[src/rtl/hawr_pkg.sv]
package hawr_pkg;
  typedef enum logic [1:0] {
    WM_IDLE  = 2'b00,
    WM_DATA  = 2'b01,
    WM_BLANK = 2'b10,
    WM_FILL  = 2'b11
  } wmode_t;

  typedef enum logic [2:0] {
    S_IDLE, S_PREP, S_ARM, S_LEAD, S_VERIFY, S_WRITE, S_FILL
  } seq_state_t;
endpackage

[src/rtl/hawr_digit_dec.sv]
module hawr_digit_dec #(
  parameter int NDIG  = 7,
  parameter int DIG_W = 3
) (
  input  logic             dstb,
  input  logic [DIG_W-1:0] digit,
  output logic [NDIG-1:0]  hit
);
  for (genvar gi = 0; gi < NDIG; gi++) begin : g_hit
    assign hit[gi] = dstb && (digit == DIG_W'(gi));
  end
endmodule

[src/rtl/hawr_flag_latch.sv]
module hawr_flag_latch #(
  parameter int              CHR_W     = 6,
  parameter logic [CHR_W-1:0] FLAG_MASK = 6'b000111
) (
  input  logic             clk,
  input  logic             rst,
  input  logic             clr,
  input  logic             cap,
  input  logic [CHR_W-1:0] char_in,
  output logic             xfer_stb,
  output logic [CHR_W-1:0] xfer_char,
  output logic             alt
);
  always_ff @(posedge clk) begin
    if (rst || clr) begin
      xfer_stb  <= 1'b0;
      xfer_char <= '0;
      alt       <= 1'b0;
    end else if (cap) begin
      xfer_stb  <= 1'b1;
      xfer_char <= char_in;
      alt       <= |(char_in & FLAG_MASK);
    end else begin
      xfer_stb  <= 1'b0;
    end
  end
endmodule

[src/rtl/hawr_seq.sv]
module hawr_seq #(
  parameter int CHR_W    = 6,
  parameter int DIG_W    = 3,
  parameter int NDIG     = 7,
  parameter int XFER_DIG = 3,
  parameter int LOAD_DIG = 4,
  parameter int GAP_DIG  = 5,
  parameter int END_DIG  = 6
) (
  input  logic             clk,
  input  logic             rst,
  input  logic             start,
  input  logic             sw_op,
  input  logic             sw_svc,
  input  logic [CHR_W-1:0] slot0,
  input  logic             dstb,
  input  logic [DIG_W-1:0] digit,
  input  logic             idx1,
  input  logic             idx2,
  input  logic             ha_area,
  input  logic             chk_area,
  input  logic             last_chk_end,
  input  logic             cmp_true,
  input  logic             stop_req,
  output logic [1:0]       wmode,
  output logic             head_load,
  output logic             xfer_stb,
  output logic [CHR_W-1:0] xfer_char,
  output logic             alt_trk,
  output logic             done
);
  import hawr_pkg::*;

  localparam logic [CHR_W-1:0] FLAG_MASK = CHR_W'(7);
  localparam logic [DIG_W-1:0] GAP_LO    = DIG_W'(GAP_DIG);
  localparam logic [DIG_W-1:0] GAP_HI    = DIG_W'(END_DIG);

  seq_state_t          state, ns;
  logic [NDIG-1:0]     hit;
  logic                stop_l, stop_n, cap, clr, alt;
  wmode_t              wm_n;

  hawr_digit_dec #(.NDIG(NDIG), .DIG_W(DIG_W)) u_dec (
    .dstb(dstb), .digit(digit), .hit(hit)
  );

  assign clr = (state == S_IDLE) && start && sw_op;
  assign cap = (state == S_PREP) && hit[XFER_DIG] && sw_svc;

  hawr_flag_latch #(.CHR_W(CHR_W), .FLAG_MASK(FLAG_MASK)) u_flag (
    .clk(clk), .rst(rst), .clr(clr), .cap(cap), .char_in(slot0),
    .xfer_stb(xfer_stb), .xfer_char(xfer_char), .alt(alt)
  );
  assign alt_trk = alt;

  assign stop_n = stop_l || ((state == S_WRITE) && stop_req);

  always_comb begin
    ns = state;
    case (state)
      S_IDLE:   if (start && sw_op) ns = S_PREP;
      S_PREP:   if (hit[LOAD_DIG]) ns = S_ARM;
      S_ARM:    if (idx1) ns = sw_svc ? S_LEAD : S_VERIFY;
      S_LEAD:   if (ha_area) ns = S_WRITE;
      S_VERIFY: begin
        if (cmp_true) ns = S_WRITE;
        else if (idx2 && hit[END_DIG]) ns = S_IDLE;
      end
      S_WRITE: begin
        if (sw_svc && alt && ha_area && chk_area && hit[GAP_DIG]) ns = S_FILL;
        else if (last_chk_end) ns = S_FILL;
      end
      S_FILL:   if (idx2 && hit[END_DIG]) ns = S_IDLE;
      default:  ns = S_IDLE;
    endcase
  end

  always_comb begin
    case (ns)
      S_LEAD, S_FILL: wm_n = WM_FILL;
      S_WRITE: begin
        if (stop_n) wm_n = WM_BLANK;
        else if (chk_area && digit >= GAP_LO && digit <= GAP_HI) wm_n = WM_BLANK;
        else wm_n = WM_DATA;
      end
      default: wm_n = WM_IDLE;
    endcase
  end

  always_ff @(posedge clk) begin
    if (rst) begin
      state     <= S_IDLE;
      stop_l    <= 1'b0;
      wmode     <= WM_IDLE;
      head_load <= 1'b0;
      done      <= 1'b0;
    end else begin
      state     <= ns;
      wmode     <= wm_n;
      head_load <= (state == S_PREP) && hit[LOAD_DIG] && sw_svc;
      done      <= ((state == S_FILL) || (state == S_VERIFY)) && (ns == S_IDLE);
      if (clr) stop_l <= 1'b0;
      else if (state == S_WRITE && stop_req) stop_l <= 1'b1;
    end
  end
endmodule

[config.mk]
export PLATFORM = sky130hd
export DESIGN_NAME = hawr_seq
export DESIGN_NICKNAME = d
export VERILOG_FILES = /design/src/rtl/hawr_pkg.sv /design/src/rtl/hawr_digit_dec.sv /design/src/rtl/hawr_flag_latch.sv /design/src/rtl/hawr_seq.sv
export SDC_FILE = /design/constraint.sdc
export NUM_CORES = 1
export LEC_CHECK = 0
export ABC_AREA = 1
export BUFFER_PORTS_ARGS = -buffer_cell sky130_fd_sc_hd__buf_2
export CORE_UTILIZATION = 50
export CTS_BUF_LIST = sky130_fd_sc_hd__clkbuf_4 sky130_fd_sc_hd__clkbuf_8 sky130_fd_sc_hd__clkbuf_16
export DETAILED_ROUTE_END_ITERATION = 12
export PLACE_DENSITY = 0.82
export SLEW_MARGIN = 15
export SYNTH_ARGS = -nofsm -noshare
export SYNTH_HDL_FRONTEND = slang
export SYNTH_SLANG_ARGS = --single-unit
[constraint.sdc]
create_clock -name clk -period 3.86 [get_ports clk]
set_clock_uncertainty 0.15 [all_clocks]
set_input_delay 0.579 -clock clk [delete_from_list [all_inputs] [get_ports clk]]
set_output_delay 0.579 -clock clk [all_outputs]
set_load 0.03 [all_outputs]
== Word level (Yosys, flattened, before mapping) ==
Cells that the tools add are included.
Word-level totals
  word-level logic and storage cells: 65
  output and inout bits: 12
  register bits after elaboration: 16
Operators by class
  order comparisons: 2
  equality and inequality tests: 13
  multiplexer cells: 14
  reduce and logical (&&, ||, !) cells: 28
Operators with widths (number)
  3-bit two-way mux: 9
  3-bit equality test, second input constant: 8
  3-bit one-hot mux with 7 select lines: 1
  1-bit logical AND: 20
  3-bit by 2-bit equality test with 1-bit output, second input constant: 4
  3-bit zero test: 2
  2-bit two-way mux: 2
  2-bit one-hot mux with 2 select lines: 1
  2-bit OR reduction: 2
  3-bit by 1-bit equality test with 1-bit output, second input constant: 1
  3-bit greater-or-equal comparator, second input constant: 1
  3-bit <= comparator, second input constant: 1
  1-bit logical OR: 3
  3-bit OR reduction: 1
  1-bit two-way mux: 1

== Longest topological paths before layout ==
  depth after elaboration: 9
  depth in mapped cells: 10
  depth with buffers taken out: 10

== Modules after synthesis ==
From an unflattened synthesis, not the netlist that was laid out.
Second synthesis, totals
  cell total of the unflattened synthesis: 165
  area total of the unflattened synthesis: 988.4 um^2
Modules (own cells, without submodules)
  hawr_seq: area each 618.1 um^2, cells an instance 109, instances 1
  hawr_flag_latch: area each 307.8 um^2, cells an instance 40, instances 1
  hawr_digit_dec: area each 62.6 um^2, cells an instance 16, instances 1

== Worst setup path after synthesis ==
OpenSTA, ideal clock, no wires.
  path type: in2reg
  start: input digit[0]
  end: register done
  data arrival time: 1.328 ns
  stages: 6
  required time: 3.646 ns
  library setup time: 0.064 ns
  path buffers: 0
  path slack: 2.318 ns
  cells stage by stage: inv_1 > nand3_1 > o21ai_1 > nand3_1 > or2_1 > nor2_1
On the way
  cells in the longest elaborated chain, start to end: 8
  elaborated cells between the ends (all ways): 15
  classes of those cells: eq/ne (3); mux (5); reduce/logical (7)
RTL lines
  start: declaration: RTL line hawr_seq.sv:17  | input logic [DIG_W-1:0] digit,
  3-bit equality test: RTL line hawr_digit_dec.sv:10  | assign hit[gi] = dstb && (digit == DIG_W'(gi));
  1-bit logical AND: RTL line hawr_digit_dec.sv:10
  1-bit logical AND: RTL line hawr_seq.sv:67, hawr_seq.sv:73
  3-bit two-way mux: RTL line hawr_seq.sv:67, hawr_seq.sv:73
  3-bit two-way mux: RTL line hawr_seq.sv:66  | if (cmp_true) ns = S_WRITE;
  3-bit one-hot mux with 7 select lines *: RTL line hawr_seq.sv:60  | case (state)
  3-bit zero test *: RTL line hawr_seq.sv:101  | done <= ((state == S_FILL) || (state == S_VERIFY)) && (ns == S_IDLE);
  1-bit logical AND *: RTL line hawr_seq.sv:101
  end signal: assignment: RTL line hawr_seq.sv:101
  end: declaration: RTL line hawr_seq.sv:30  | output logic done
Mark *: on every way between the ends. The rest lies on a longest branch, timed or not.
A chain may end at the register's enable or synchronous reset.

== Final worst setup path ==
  start: register state[0]
  end: register u_flag.alt
On the way
  cells in the longest elaborated chain, start to end: 4
  elaborated cells between the ends (all ways): 7
  classes of those cells: eq/ne (1); reduce/logical (6)
RTL lines
  start: declaration: RTL line hawr_seq.sv:38  | seq_state_t state, ns;
  start signal: assignment: RTL line hawr_seq.sv:98  | state <= ns;
  3-bit zero test: RTL line hawr_seq.sv:47  | assign clr = (state == S_IDLE) && start && sw_op;
  1-bit logical AND (2 in series): RTL line hawr_seq.sv:47
  1-bit logical OR: RTL line hawr_flag_latch.sv:15  | if (rst || clr) begin
  end signal: assignment: RTL line hawr_flag_latch.sv:22  | alt <= |(char_in & FLAG_MASK);
  end: declaration: RTL line hawr_flag_latch.sv:12  | output logic alt
Parallel ways exist; a longest one is shown, timed or not.

==> impl_metrics.env <==
export IMPL_result_of_the_run="completed"
export IMPL_cts_reportedPaths_clkPinSlew_ps=90
export IMPL_max_slew_violation_count=0
export IMPL_root_buffer="sky130_fd_sc_hd__clkbuf_4"
export IMPL_layout_cells_most_common="sky130_fd_sc_hd__buf_2"
export IMPL_via_count=933
export IMPL_synth_area_top_cells="sky130_fd_sc_hd__dfxtp_1 38%, sky130_fd_sc_hd__nand2_1 13%, sky130_fd_sc_hd__nor2_1 13%"
export IMPL_setup_violating_endpoint_count_in_the_final_report=0
export IMPL_switching_share_pct=23.8
export IMPL_comb_power_share_pct=11.8
export IMPL_worst_ep_arrival_time_ps=1700
export IMPL_postRouteAntennaNets=0
export IMPL_drc_markers=0
export IMPL_avgSynthCellArea_sq_um=6.28
export IMPL_timing_critical_path_required_ps=3940
export IMPL_fmax_ghz=0.617
export IMPL_power_switching_mw=0.0747
export IMPL_power_static_leakage_nw=0.587
export IMPL_synth_seq_area_share_pct=38.3
export IMPL_totalNegativeSetupSlack_ps=0
export IMPL_wl_met1_um=889
export IMPL_worst_setup_path_end_kind="register"
export IMPL_crit_reg2reg_launch="state[0]"
export IMPL_number_of_antenna_violations_at_the_first_check_in_global_routing=0
export IMPL_drive_gt1_share_pct=27.6
export IMPL_cts_post_setup_buffers_inserted=0
export IMPL_core_area_sq_um=1540
export IMPL_cts_path_max_buffers=2
export IMPL_most_common_layout_cells="33 x sky130_fd_sc_hd__buf_2, 30 x sky130_fd_sc_hd__nand2_1, 29 x sky130_fd_sc_hd__nor2_1"
export IMPL_groute_usage_overall_pct=22.4
export IMPL_critical_path_startpoint_type="register"
export IMPL_grt_overflow_total=0
export IMPL_tritoncts="done"
export IMPL_synth_nets=155
export IMPL_die_height_um=42.9
export IMPL_io_buffers=33
export IMPL_rsz_0062_raised_after_global_routing="false"
export IMPL_syn_cell_area_sq_um=836
export IMPL_final_period_utilization_pct=42.0
export IMPL_hp_start="u_flag.xfer_char[0]"
export IMPL_yosys_area_top_type_share_pct=38.3
export IMPL_reg2reg_slack_ps=2240
export IMPL_grt_pass1_vias=829
export IMPL_power_clock_fraction_pct=34.5
export IMPL_drt_iter0_drc=19
export IMPL_classification_of_the_worst_setup_path="register to register"
export IMPL_initial_utilization_pct=54.2
export IMPL_place_detailed_hpwl_um=1570
export IMPL_floorplan_rows=14
export IMPL_top_layer_used="met4"
export IMPL_maxSlewHeadroom_pct=74.8
export IMPL_worstReg2RegEnd="u_flag.alt"
export IMPL_yosys_area_top_type="sky130_fd_sc_hd__dfxtp_1"
export IMPL_drt_pass1_iterations=4
export IMPL_worst_hold_path_num_cells=2
export IMPL_design_portCount=34
export IMPL_cts_htree_levels=1
export IMPL_number_of_cells_produced_by_synthesis=133
export IMPL_place_congestion=0.911
export IMPL_cts_hold_buffers=0
export IMPL_dpl_instance_area_sq_um=1020
export IMPL_syn2layout_area_growth_pct=26.5
export IMPL_die_area_sq_um=1840
export IMPL_peakVddDrop_mv=0.305
export IMPL_grt_pass1_wl_um=3160
export IMPL_detail_route_vias_per_cell=5.02
export IMPL_synth_cell_type_count=19
export IMPL_maximum_number_of_pins_on_one_net_before_global_route_repair=10
export IMPL_ys_seq_elements=16
export IMPL_hold_viol=0
export IMPL_hold_path_end="u_flag.xfer_char[0]"
export IMPL_tritoncts_num_buffers=3
export IMPL_clock_sinks=16
export IMPL_layout_min_cycle_time_ps=1620
export IMPL_cts_resized_gates=0
export IMPL_design_final_nets=193
export IMPL_ys_warn_count=0
export IMPL_hold_class="register to register"
export IMPL_final_design_area_no_fill_sq_um=1060
export IMPL_power_density_nw_per_um2=297
export IMPL_totalWireLength_um=1890
export IMPL_reg2reg_depth=6
export IMPL_worst_skew_pair_later_pin_latency_ps=280
export IMPL_crit_fanout=9
export IMPL_intPower_mw=0.239
export IMPL_n_antenna_cell=0
export IMPL_tightest_pin_transition_ps=376
export IMPL_floorplan_die_width_um=42.9
export IMPL_routedWlPerCell_um=10.2
export IMPL_sequential_cell_fraction_of_total_power_pct=53.7
export IMPL_maxCapViolCount=0
export IMPL_dr_wl_met2_um=894
export IMPL_routed_wl_met3_um=90
## critical path: stages, from the launching register on
cell and delay [ps]:
sky130_fd_sc_hd__dfxtp_1 450, sky130_fd_sc_hd__inv_2 90, sky130_fd_sc_hd__nor3_2 200, sky130_fd_sc_hd__nand2_1 230, sky130_fd_sc_hd__inv_1 230, sky130_fd_sc_hd__o21ai_0 100
sky130_fd_sc_hd__nor2_1 110
## registers in the layout, summed over array words and instances, names as in the netlist
signal,flops
done,1
head_load,1
state,3
stop_l,1
u_flag.alt,1
u_flag.xfer_char,6
u_flag.xfer_stb,1
wmode,2
## cells in the mapped netlist, drive strengths merged
master	count
a21oi	6
dfxtp	16
inv	20
nand2	31
nand3	12
nand3b	1
nand4	2
nor2	29
nor3	4
nor4	1
o21ai	9
or2	2
## how the worst max path moves through the flow
stage                     cells after the start          to  startpoint
final                                         6  u_flag.alt    state[0]
after global placement                        8  u_flag.alt    digit[2]
after CTS                                     6  u_flag.alt    state[0]
after global routing                          6  u_flag.alt    state[0]
after floorplan                               6        done    digit[0]
after detailed placement                      8  u_flag.alt    digit[2]
## cells by family (layout without fill, tap and decap cells)
group / after synthesis / count (layout) / share of synthesized area (%)
and+or+nand+nor: 82 / 82 / 43.3
buffers and inverters: 20 / 57 / 8.98
DFF: 16 / 16 / 38.3
AOI/OAI and AO/OA: 15 / 15 / 9.43
## area by class of cell
class	count	area (sq um)
fillers	137	484
multi-input cells	97	440
flip-flops and latches	16	320
repair buffers	33	165
inverters	20	75.1
clock buffers	4	36.3
well taps	16	20.0
## metrics by stage
step / util (%) / power [mW] / setup slack [ps] / instances / hold slack [ps]
global route: 68.6 / 0.328 / 2090 / 186 / 351
CTS: 68.6 / 0.315 / 2240 / 186 / 321
floorplan: - / 0.190 / 2320 / 133 / 344
finish: 68.6 / 0.314 / 2240 / 186 / 318
detailed placement: 66.2 / 0.209 / 2030 / 182 / 306
global placement: 66.2 / 0.208 / 2060 / 182 / 300
## per-layer routing
layer	vias to the layer above	GRT usage, %
met5	-	0
met4	0	8.13
met3	5	7.23
met2	29	37.6
met1	406	26.2
li1	493	-
## power by group through the flow
stage          Combinational (mW)  Clock (mW)  Sequential, mW
6_report                   0.0371       0.108           0.168
4_1_cts                    0.0369       0.110           0.168
3_3_place_gp               0.0356           0           0.172
5_1_grt                    0.0416       0.118           0.168
3_5_place_dp               0.0368           0           0.172
2_1_floorplan              0.0179           0           0.172
No activity file was read; power rests on OpenSTA's default activity.
